`src/rtl/key_suppress_pkg.sv`:
```
package key_suppress_pkg;

    localparam int NKEYS = 10;
    localparam int NDOM  = 3;

    typedef enum logic [1:0] {
        SUP_OFF     = 2'd0,
        SUP_GROUP   = 2'd1,
        SUP_GLOBAL  = 2'd2,
        SUP_GLOBAL2 = 2'd3
    } sup_mode_e;

    typedef logic [NKEYS-1:0] key_vec_t;

    // fixed hardware group of each key in group mode
    function automatic int group_of(input int k);
        case (k)
            0, 1, 4, 5: return 0;
            2, 3, 6, 7: return 1;
            default:    return 2;
        endcase
    endfunction

    // members of domain d under a given mode
    function automatic key_vec_t domain_mask(input sup_mode_e m, input int d);
        key_vec_t v;
        v = '0;
        for (int k = 0; k < NKEYS; k++) begin
            case (m)
                SUP_GROUP:               v[k] = (group_of(k) == d);
                SUP_GLOBAL, SUP_GLOBAL2: v[k] = (d == 0);
                default:                 v[k] = 1'b0;
            endcase
        end
        return v;
    endfunction

endpackage

```
`src/rtl/sup_domain_pick.sv`:
```
module sup_domain_pick #(
    parameter int N  = 10,
    parameter int DW = 8
) (
    input  logic            clk,
    input  logic            rst,
    input  logic [N-1:0]    member_i,
    input  logic [N-1:0]    elig_i,
    input  logic [N-1:0]    inc_i,
    input  logic [N*DW-1:0] delta_i,
    output logic [N-1:0]    win_o
);
    localparam int IW = (N > 1) ? $clog2(N) : 1;

    logic [DW-1:0] best_d;
    logic [IW-1:0] best_idx;
    logic          have;
    logic          best_inc;
    logic          take;
    logic [DW-1:0] d;

    // ascending scan: strict greater wins, an incumbent wins an equal tie
    always_comb begin
        best_d   = '0;
        best_idx = '0;
        have     = 1'b0;
        best_inc = 1'b0;
        take     = 1'b0;
        d        = '0;
        win_o    = '0;
        for (int k = 0; k < N; k++) begin
            if (member_i[k] && elig_i[k]) begin
                d    = delta_i[k*DW +: DW];
                take = !have || (d > best_d) ||
                       ((d == best_d) && inc_i[k] && !best_inc);
                if (take) begin
                    have     = 1'b1;
                    best_d   = d;
                    best_inc = inc_i[k];
                    best_idx = IW'(k);
                end
            end
        end
        if (have) win_o[best_idx] = 1'b1;
    end

    // a domain yields at most one winner, drawn from its eligible members
    p_single_winner_r1: assert property (@(posedge clk) disable iff (rst)
        $onehot0(win_o) && ((win_o & ~(member_i & elig_i)) == '0));

endmodule

```
`src/rtl/sup_det_drive.sv`:
```
module sup_det_drive #(
    parameter int N = 10
) (
    input  logic         clk,
    input  logic         rst,
    input  logic [N-1:0] state_i,
    input  logic         high_i,
    output logic         det_o
);
    logic any_on;

    always_comb begin
        any_on = |state_i;
        det_o  = high_i ? any_on : !any_on;
    end

    // detect output level follows polarity whenever a key is reported
    p_detect_level_r7: assert property (@(posedge clk) disable iff (rst)
        (state_i != '0) |-> (det_o == high_i));

endmodule

```
`src/rtl/key_suppress_arbiter.sv`:
```
module key_suppress_arbiter
    import key_suppress_pkg::*;
#(
    parameter int DW = 8
) (
    input  logic                clk,
    input  logic                rst,
    input  logic [1:0]          mode_i,
    input  logic                det_high_i,
    input  logic [NKEYS-1:0]    key_en_i,
    input  logic [NKEYS-1:0]    cand_i,
    input  logic [NKEYS*DW-1:0] delta_i,
    output logic [NKEYS-1:0]    key_state_o,
    output logic                detect_o
);
    sup_mode_e mode;
    key_vec_t  elig;
    key_vec_t  incumb;
    key_vec_t  nxt;
    key_vec_t  state_q;
    key_vec_t  dom_mask [NDOM];
    key_vec_t  dom_win  [NDOM];

    always_comb begin
        mode   = sup_mode_e'(mode_i);
        elig   = cand_i & key_en_i;
        incumb = state_q & elig;
    end

    for (genvar g = 0; g < NDOM; g++) begin : g_dom
        assign dom_mask[g] = domain_mask(mode, g);

        sup_domain_pick #(
            .N  (NKEYS),
            .DW (DW)
        ) u_pick (
            .clk      (clk),
            .rst      (rst),
            .member_i (dom_mask[g]),
            .elig_i   (elig),
            .inc_i    (incumb),
            .delta_i  (delta_i),
            .win_o    (dom_win[g])
        );
    end

    always_comb begin
        if (mode == SUP_OFF) begin
            nxt = elig;
        end else begin
            nxt = '0;
            for (int g = 0; g < NDOM; g++) nxt = nxt | dom_win[g];
        end
    end

    always_ff @(posedge clk) begin
        if (rst) state_q <= '0;
        else     state_q <= nxt;
    end

    assign key_state_o = state_q;

    sup_det_drive #(
        .N (NKEYS)
    ) u_det (
        .clk     (clk),
        .rst     (rst),
        .state_i (state_q),
        .high_i  (det_high_i),
        .det_o   (detect_o)
    );

    // global modes leave at most one key reported
    p_global_one_r2: assert property (@(posedge clk) disable iff (rst)
        (mode_i[1]) |=> $onehot0(key_state_o));

    // group mode leaves at most one key per fixed group
    p_group_one_r1: assert property (@(posedge clk) disable iff (rst)
        (mode_i == 2'd1) |=> ($onehot0({key_state_o[5:4], key_state_o[1:0]}) &&
                              $onehot0({key_state_o[7:6], key_state_o[3:2]}) &&
                              $onehot0(key_state_o[9:8])));

    // no suppression passes fitted candidates through
    p_off_pass_r3: assert property (@(posedge clk) disable iff (rst)
        (mode_i == 2'd0) |=> (key_state_o == $past(cand_i & key_en_i)));

    // unfitted keys are never reported
    p_unused_quiet_r5: assert property (@(posedge clk) disable iff (rst)
        1'b1 |=> ((key_state_o & ~$past(key_en_i)) == '0));

endmodule

```
`config.mk`:
```
export PLATFORM = sky130hd
export DESIGN_NAME = key_suppress_arbiter
export DESIGN_NICKNAME = d
export VERILOG_FILES = /design/src/rtl/key_suppress_pkg.sv /design/src/rtl/sup_domain_pick.sv /design/src/rtl/sup_det_drive.sv /design/src/rtl/key_suppress_arbiter.sv
export SDC_FILE = /design/constraint.sdc
export NUM_CORES = 1
export LEC_CHECK = 0
export BUFFER_PORTS_ARGS = -buffer_cell sky130_fd_sc_hd__buf_2
export CAP_MARGIN = 0
export CORE_UTILIZATION = 47
export CTS_CLUSTER_SIZE = 24
export DETAILED_ROUTE_END_ITERATION = 10
export PLACE_DENSITY = 0.77
export SLEW_MARGIN = 20
export SYNTH_ARGS = -nofsm -noshare
export SYNTH_HDL_FRONTEND = slang
export SYNTH_SLANG_ARGS = --single-unit
```
`constraint.sdc`:
```
create_clock -name clk -period 25.3 [get_ports clk]
set_input_delay 5.06 -clock clk [delete_from_list [all_inputs] [get_ports clk]]
set_output_delay 5.06 -clock clk [all_outputs]
set_load 0.02 [all_outputs]
```
; Yosys cells after proc, flatten, opt, wreduce, memory -nomap -nowiden
; Cells that the tools add are included.
[classes]
eq_ne = 36
n_addsub = 0
n_reduce_logical = 202
multipliers = 0
bitwise = 4
div_mod_pow = 0
n_shift = 0
n_lt_le_gt_ge = 33
mux = 236
[op_table]
columns = op, n
row1 = 2-to-1 mux 8 bit, 51
row2 = equality test 8 bit, 27
row3 = greater-than comparator 8 bit, 27
row4 = 2-to-1 mux 4 bit, 51
row5 = 2-to-1 mux 1 bit, 121
row6 = "equality test 32 x 2 -> 1 bit, second input constant", 3
row7 = "equality test 32 x 3 -> 1 bit, second input constant", 3
row8 = zero test 32 bit, 3
row9 = 2-to-1 mux 32 bit, 3
row10 = logical AND 1 bit, 87
row11 = zero test 1 bit, 55
row12 = logical OR 1 bit, 54
row13 = 2-to-1 mux 10 bit, 4
row14 = bitwise AND 10 bit, 2
row15 = bitwise OR 10 bit, 2
row16 = "< comparator 4 x 5 -> 1 bit, second input constant", 3
row17 = demux 1 bit (select 4 bit), 3
row18 = ">= comparator 4 x 1 -> 1 bit, second input constant", 3
row19 = OR reduction 10 bit, 1
row20 = case mux 1 bit (2 select lines), 3
row21 = "equality test 2 bit, second input constant", 2
row22 = "equality test 2 x 1 -> 1 bit, second input constant", 1
row23 = zero test 2 bit, 1
row24 = OR reduction 2 bit, 1
[totals]
latch_bits = 0
romBits = 0
inputBits = 105
ff_bits = 10
ramBits = 0
mem_count = 0

; Longest topological paths before layout
; Gate-level depths: netlist of run 1.
[logic_depth]
depth_word = 68
mapped_depth = 99

; Modules after synthesis
; Synthesis of run 1 repeated with hierarchy kept, for this count alone.
[hier_totals]
cells_unflattened = 1488
area_unflattened_um2 = 10854.2
[modules_own_cells]
columns = mod, cells_each, seq_area_each_um2, area_per_inst_um2, instances
row1 = sup_domain_pick at g_dom[2].u_pick, 478, 0.0, 3433.3, 1
row2 = sup_domain_pick at g_dom[1].u_pick, 477, 0.0, 3423.3, 1
row3 = sup_domain_pick at g_dom[0].u_pick, 460, 0.0, 3350.7, 1
row4 = key_suppress_arbiter, 68, 200.2, 616.8, 1
row5 = sup_det_drive, 5, 0.0, 30.0, 1

; Least setup slack after synthesis of run 1
; OpenSTA, ideal clock, no wires.
[synth_timing]
path_kind = input-to-reg
from = input port mode_i[0]
to = register state_q[4] (netlist: key_state_o[4])
required_ps = 25229
path_buffers = 8
path_stages = 90
setup_time_ps = 71
arrival_ps = 22739
setup_slack_ps = 2490
cell_sequence = buf_6 > o211a_1 > buf_6 > and2_1 > ha_1 > and4_1 > o31ai_1 > a21oi_1 > clkbuf_1 > o21ai_0 > inv_1 > ha_1 > nand4_1 > or3_1 > o21ai_1 > nor2_1 > a31o_1 > buf_4 > [54 not listed] > a21oi_2 > clkbuf_1 > a21o_1 > ha_1 > nor2b_1 > o21a_1 > o21a_1 > o21a_1 > o21a_1 > o21ai_0 > nand2b_1 > a21oi_1 > nor2_1 > nor2_1 > o211ai_1 > a21o_1 > or4_1 > a21oi_1
[synth_between]
elab_chain_cells = 67
[synth_rtl]
columns = element, line
row1 = "start, declared", key_suppress_arbiter.sv:8  ; input logic [1:0] mode_i,
row2 = "parallel branches: the longest is 66 deep, another holds greater-than comparator 8 bit", n/a
row3 = 2-to-1 mux 10 bit *, key_suppress_arbiter.sv:48  ; if (mode == SUP_OFF) begin
row4 = "end signal, assigned", key_suppress_arbiter.sv:58  ; else state_q <= nxt;
row5 = "end, declared", key_suppress_arbiter.sv:20  ; key_vec_t state_q;
; Mark *: on every way between the ends.
; A chain may end at the register's enable or synchronous reset.

; Final worst setup path of run 1
[layout_timing]
from = input port mode_i[1]
to = register state_q[3] (netlist: key_state_o[3])
; The elaborated chain is that of the path after synthesis.

==> reports/results.ini, run 1 <==
[status]
status=complete, no violations

[power]
powerDensity_mw_per_mm2=30.0
ir_drop_mv=0.0148
power_leakage_nw=2.78
p_total_uw=173

[cells_and_area]
largest_reg_flops=10
num_antenna_cells=0
layout-drive-gt1-share_pct=22.0
finalNetCount=1012
fillers=933
final_area_sq_mm=0.00574
syn_to_final_growth_pct=16.7

[setup_path]
crit_type=in -> reg
reg2reg_to=key_state_o[3]
cp_slowest_stage_delay_ns=0.46
worst_setup_path_start_kind=primary input
worst_ep_arrival_time_ns=24.08
r2r-start=key_state_o[1]
crit_slowest_cell=or3_1
critical_path_peak_fanout=16
endpoint_kind=flop
required_ns=25.47
worstSetupStartpoint=mode_i[1]
r2r_cells=83
rrSetupSlack_ns=7.24
cp_common_cell=ha_1

[min_path]
hold_path_end=key_state_o[8]
min_from=key_state_o[9]
whs_path_depth=3
hp-class=reg -> reg

[sta]
finalSetupViolations=0
hold_violations=0
fmax_mhz=41.8
min_period_ns=23.90
fin_skew_ns=0.00100
max_slew_margin_pct=53.8
period_share_pct=94.5
tightest_slew_ns=0.686
slew_viol_final=0

[logic_synthesis]
synth_area_per_cell_sq_um=7.13
synth.distinct_cells=74
synthMostInstantiatedCell=ha_1
ys_top_cells_by_count=ha_1, nand2_1, nor2_1
syn_nets=898
synthArstFlopShare_pct=0
ys_warn_count=0
synth_edf_count=0
synth_ff_type=dfxtp_1
synth_area_leaders=ha_1, mux2_2, nand2_1
ys_seq_area_share_pct=4.07
netlist_area_sq_mm=0.00492
syn_inst=690
yosys.area.top_type=ha_1
netlist.area_leader.share_pct=26.2
synth_seq_cells=10

[global_route]
grt_pass1_vias=5461
grtUsageTotal_pct=29.5
grt_pass1_wl_um=26500
antenna_found_initial=0
grt_max_degree=20
grt-ovfl-total=0

[clock_network]
root_buffer=clkbuf_8
clock_sinks=10
clk_latency_ns=0.23
cts_buffer_depth=2
cts_tree=done
htreeDepth=1
cts.clk_slew.worst_paths_ns=0.05
hold_buffers=0
numCtsBuffers=3

[routing]
drtIter0Drc=357
wirelength_um=16300
avgRoutedWirePerCell_um=17.4
postRouteAntennaNets=0
drc=0
via_per_inst=6.12
num_vias=5729
dr.pass1.iters=6

[placement]
io_buffers=115
hpwl_um=14000
postPlaceCellArea_sq_mm=0.00561
gp_congestion=0.971

[floorplan]
ios=116
die_w_um=104
die_h_um=104
initial_core_util_pct=49.4
core_area_sq_mm=0.00995
rows=36
dieArea_sq_mm=0.0109

[run]
drv_cap=0

## power breakdown
| part | internal (mW) | switching [mW] |
|---|---|---|
| registers | 0.0171 | 0.00182 |
| clock network | 0.0137 | 0.00609 |
| logic | 0.0572 | 0.0767 |
| total | 0.0880 | 0.0846 |
## worst max-delay path by stage
stage / endpoint / cells after the start / slack (ns)
floorplan: key_state_o[4] / 90 / 2.49
global placement: key_state_o[4] / 85 / 0.85
detailed placement: key_state_o[4] / 85 / 0.002
CTS: key_state_o[4] / 85 / 0.26
global route: key_state_o[2] / 89 / -0.05
finish: key_state_o[3] / 86 / 1.40
## routing by layer
metal | share of wire (%) | track usage (%) | vias up
li1 | - | - | 2809
met1 | 44 | 38.2 | 2638
met2 | 48 | 52.6 | 243
met3 | 5.9 | 1.44 | 39
met4 | 2.4 | 8.27 | 0
met5 | 0 | 0 | -
## timing repair
action / CTS / global route
buffers inserted: 0 / 5
gates resized for setup: 0 / 10
setup endpoints to repair: 0 / 10
## stage by stage
step / setup TNS (ns) / hold slack [ns] / cells / worst slack, ns / utilization (%)
floorplan: 0 / 0.769 / 690 / 2.49 / -
detailed placement: 0 / 0.793 / 927 / 0.00184 / 56.4
global placement: 0 / 0.779 / 927 / 0.853 / 56.4
finish: 0 / 0.822 / 936 / 1.40 / 57.7
global route: -0.0823 / 0.849 / 936 / -0.0476 / 57.7
CTS: 0 / 0.806 / 931 / 0.259 / 56.9
## worst max-delay path, delay by kind of cell
kind / cells / cell delay (ns)
AND/OR/NAND/NOR: 26 / 4.58
buffers and inverters: 4 / 0.59
AO/OA/AOI/OAI: 42 / 9.50
adder cells (fa/ha/maj): 9 / 2.54
multiplexers: 5 / 1.79
## final cells by class
class	instances	area, sq um	area share (%)
repair buffers	122	628	10.9
inverters	62	233	4.05
flip-flops and latches	10	200	3.49
well taps	133	166	2.90
multi-input cells	605	4460	77.7
clock buffers	4	55.1	0.958
## cell usage in the layout (no fill, tap or decap), types with 5 or more instances in the layout
master and count:
buf_2 115, ha_1 103, nand2_1 71, nor2_1 66
inv_1 62, a21oi_1 43, o21ai_0 42, a21o_1 26
mux2_2 25, nand4_1 20, o21a_1 18, nand3_1 14
a31oi_1 13, nor3_1 11, nor2b_1 11, mux2i_1 11
dfxtp_1 10, nand2b_1 8, a211o_1 8, buf_4 7
a211oi_1 6, and2_1 6, and3_1 6, nor4_1 5
## cells by family after synthesis
kind of cell,Yosys count,share of synthesized area (%)
AO/OA/AOI/OAI,220,30.7
XOR/XNOR,1,0.178
adder cells (fa/ha/maj),103,26.2
buffers and inverters,75,6.20
flip-flops,10,4.07
multiplexers,38,8.54
AND/OR/NAND/NOR,243,24.1
No activity file was read; power rests on OpenSTA's default activity.
==> inputs of run 2 (changes only) <==
- clock period: 25.3 -> 31 ns (I/O delays scaled with it)
==> reports/results.ini, run 2 (synthesis results as in run 1) <==
[status]
status=complete, no violations  ; unchanged

[setup_path]
crit_family=compound AO/OA/AOI/OAI gates  ; unchanged
worst-path-buf-inv=3  ; was 4
crit_slowest_cell=a21oi_2  ; was or3_1
required_ns=31.16  ; was 25.47 ns
cp_common_cell=ha_1  ; unchanged
critical_path_peak_fanout=18  ; was 16
endpoint_kind=flop  ; unchanged
worst_setup_path_start_kind=primary input  ; unchanged
crit_type=in -> reg  ; unchanged
cp_slowest_stage_delay_ns=0.60  ; was 0.46 ns
worst_ep_arrival_time_ns=26.62  ; was 24.08 ns

[global_route]
grt_pass1_vias=5476  ; was 5461
grt_pass1_wl_um=26300  ; was 26500 um
grt_max_degree=20  ; unchanged
grt-ovfl-total=0  ; unchanged
antenna_found_initial=0  ; unchanged
grtUsageTotal_pct=29.4  ; was 29.5%

[clock_network]
clock_sinks=10  ; unchanged
post_cts_buffers=0  ; unchanged
post_cts_resized=0  ; unchanged
cts.clk_slew.worst_paths_ns=0.05  ; about the same
cts_tree=done  ; unchanged
clk_latency_ns=0.23  ; about the same
cts_buffer_depth=2  ; unchanged
htreeDepth=1  ; unchanged
root_buffer=clkbuf_8  ; unchanged
numCtsBuffers=3  ; unchanged
hold_buffers=0  ; unchanged

[run]
drv_cap=0  ; unchanged

[cells_and_area]
finalNetCount=1007  ; was 1012
multi_input_area_sq_mm=0.00442  ; was 0.00446 sq mm
final_cell_mix=buf_2, ha_1, nand2_1, nor2_1, inv_1  ; unchanged
regArea_sq_um=200  ; unchanged
final_area_sq_mm=0.00567  ; was 0.00574 sq mm
layout_commonest_cell=buf_2  ; unchanged
layout-drive-gt1-share_pct=20.7  ; was 22.0%
num_antenna_cells=0  ; unchanged
fillers=1000  ; was 933
largest_reg_flops=10  ; unchanged
syn_to_final_growth_pct=15.1  ; was 16.7%
fin_util_pct=56.9  ; was 57.7%

[sta]
fin_skew_ns=0.000851  ; was 0.00100 ns
slew_viol_final=0  ; unchanged
max_slew_margin_pct=36.4  ; was 53.8%
fmax_mhz=37.8
finalSetupViolations=0  ; unchanged
period_share_pct=85.3
rsz0062_at_grt=no
fin_setup_tns_ns=0  ; unchanged
tightest_slew_ns=0.954  ; was 0.686 ns
min_period_ns=26.45
hold_violations=0  ; unchanged

[routing]
via_per_inst=6.13  ; was 6.12
drc=0  ; unchanged
wirelength_um=16200  ; was 16300 um
avgRoutedWirePerCell_um=17.4  ; about the same
drtIter0Drc=364  ; was 357
dr.pass1.iters=6  ; unchanged
num_vias=5706  ; was 5729
postRouteAntennaNets=0  ; unchanged

[power]
power_leakage_nw=2.76  ; was 2.78 nW
ir_drop_mv=0.0129  ; was 0.0148 mV
powerDensity_mw_per_mm2=24.5  ; was 30.0 mW/mm^2

[floorplan]
die_w_um=104  ; unchanged
rows=36  ; unchanged
initial_core_util_pct=49.4  ; unchanged
ios=116  ; unchanged
core_area_sq_mm=0.00995  ; unchanged
dieArea_sq_mm=0.0109  ; unchanged
die_h_um=104  ; unchanged

[placement]
postPlaceCellArea_sq_mm=0.00561  ; unchanged
gp_congestion=0.982  ; was 0.971
hpwl_um=14100  ; was 14000 um
io_buffers=115  ; unchanged

[min_path]
hp-class=reg -> reg  ; unchanged

-- run 2: cell count changes in the layout (fill, tap and decap cells not counted), sizes merged --
cell / before / now
buf: 122 / 117
-- run 2: layout make-up --
| cell class | count | share of cell area, % |
|---|---|---|
| well taps | 133 | 2.94 |
| repair buffers | 117 | 10.4 |
| multi-input cells | 605 | 78.0 |
| clock buffers | 4 | 0.972 |
| flip-flops and latches | 10 | 3.53 |
| inverters | 62 | 4.11 |
-- run 2: worst paths after layout --
kind / from / to / slack (ns) / cells past startpoint
setup / recovery: mode_i[1] / key_state_o[4] / 4.55 / 85
setup reg to reg: key_state_o[1] / key_state_o[4] / 11.27 / 81
hold / removal: key_state_o[9] / key_state_o[9] / 0.87 / 3
hold reg to reg: key_state_o[9] / key_state_o[9] / 0.87 / 3
-- run 2: through the flow --
step | hold slack [ns] | setup WS, ns | instances | power (mW)
floorplan | 0.769 | 7.05 | 690 | 0.0894
global placement | 0.779 | 5.40 | 927 | 0.118
detailed placement | 0.798 | 4.63 | 927 | 0.121
CTS | 0.810 | 4.80 | 931 | 0.137
global route | 0.877 | 2.74 | 931 | 0.153
finish | 0.869 | 4.55 | 931 | 0.139
-- run 2: power by group --
group | internal (mW) | leakage (nW) | switching (mW) | total (mW)
clock | 0.0111 | 0.0288 | 0.00470 | 0.0158
combinational | 0.0458 | 2.65 | 0.0614 | 0.107
sequential | 0.0139 | 0.0818 | 0.00153 | 0.0155
-- run 2: tightest hold or removal path: cells and delay by family (launching register included) --
| family | cells | cell delay [ns] |
|---|---|---|
| DFF | 1 | 0.32 |
| AOI/OAI and AO/OA | 1 | 0.20 |
| and+or+nand+nor | 2 | 0.30 |
-- run 2: metal layers --
layer	vias up	track usage, %	part of all wire, %
li1	2797	-	-
met1	2633	36.8	43
met2	234	53.7	48
met3	42	2.19	6.6
met4	0	7.65	2.5
met5	-	0	0
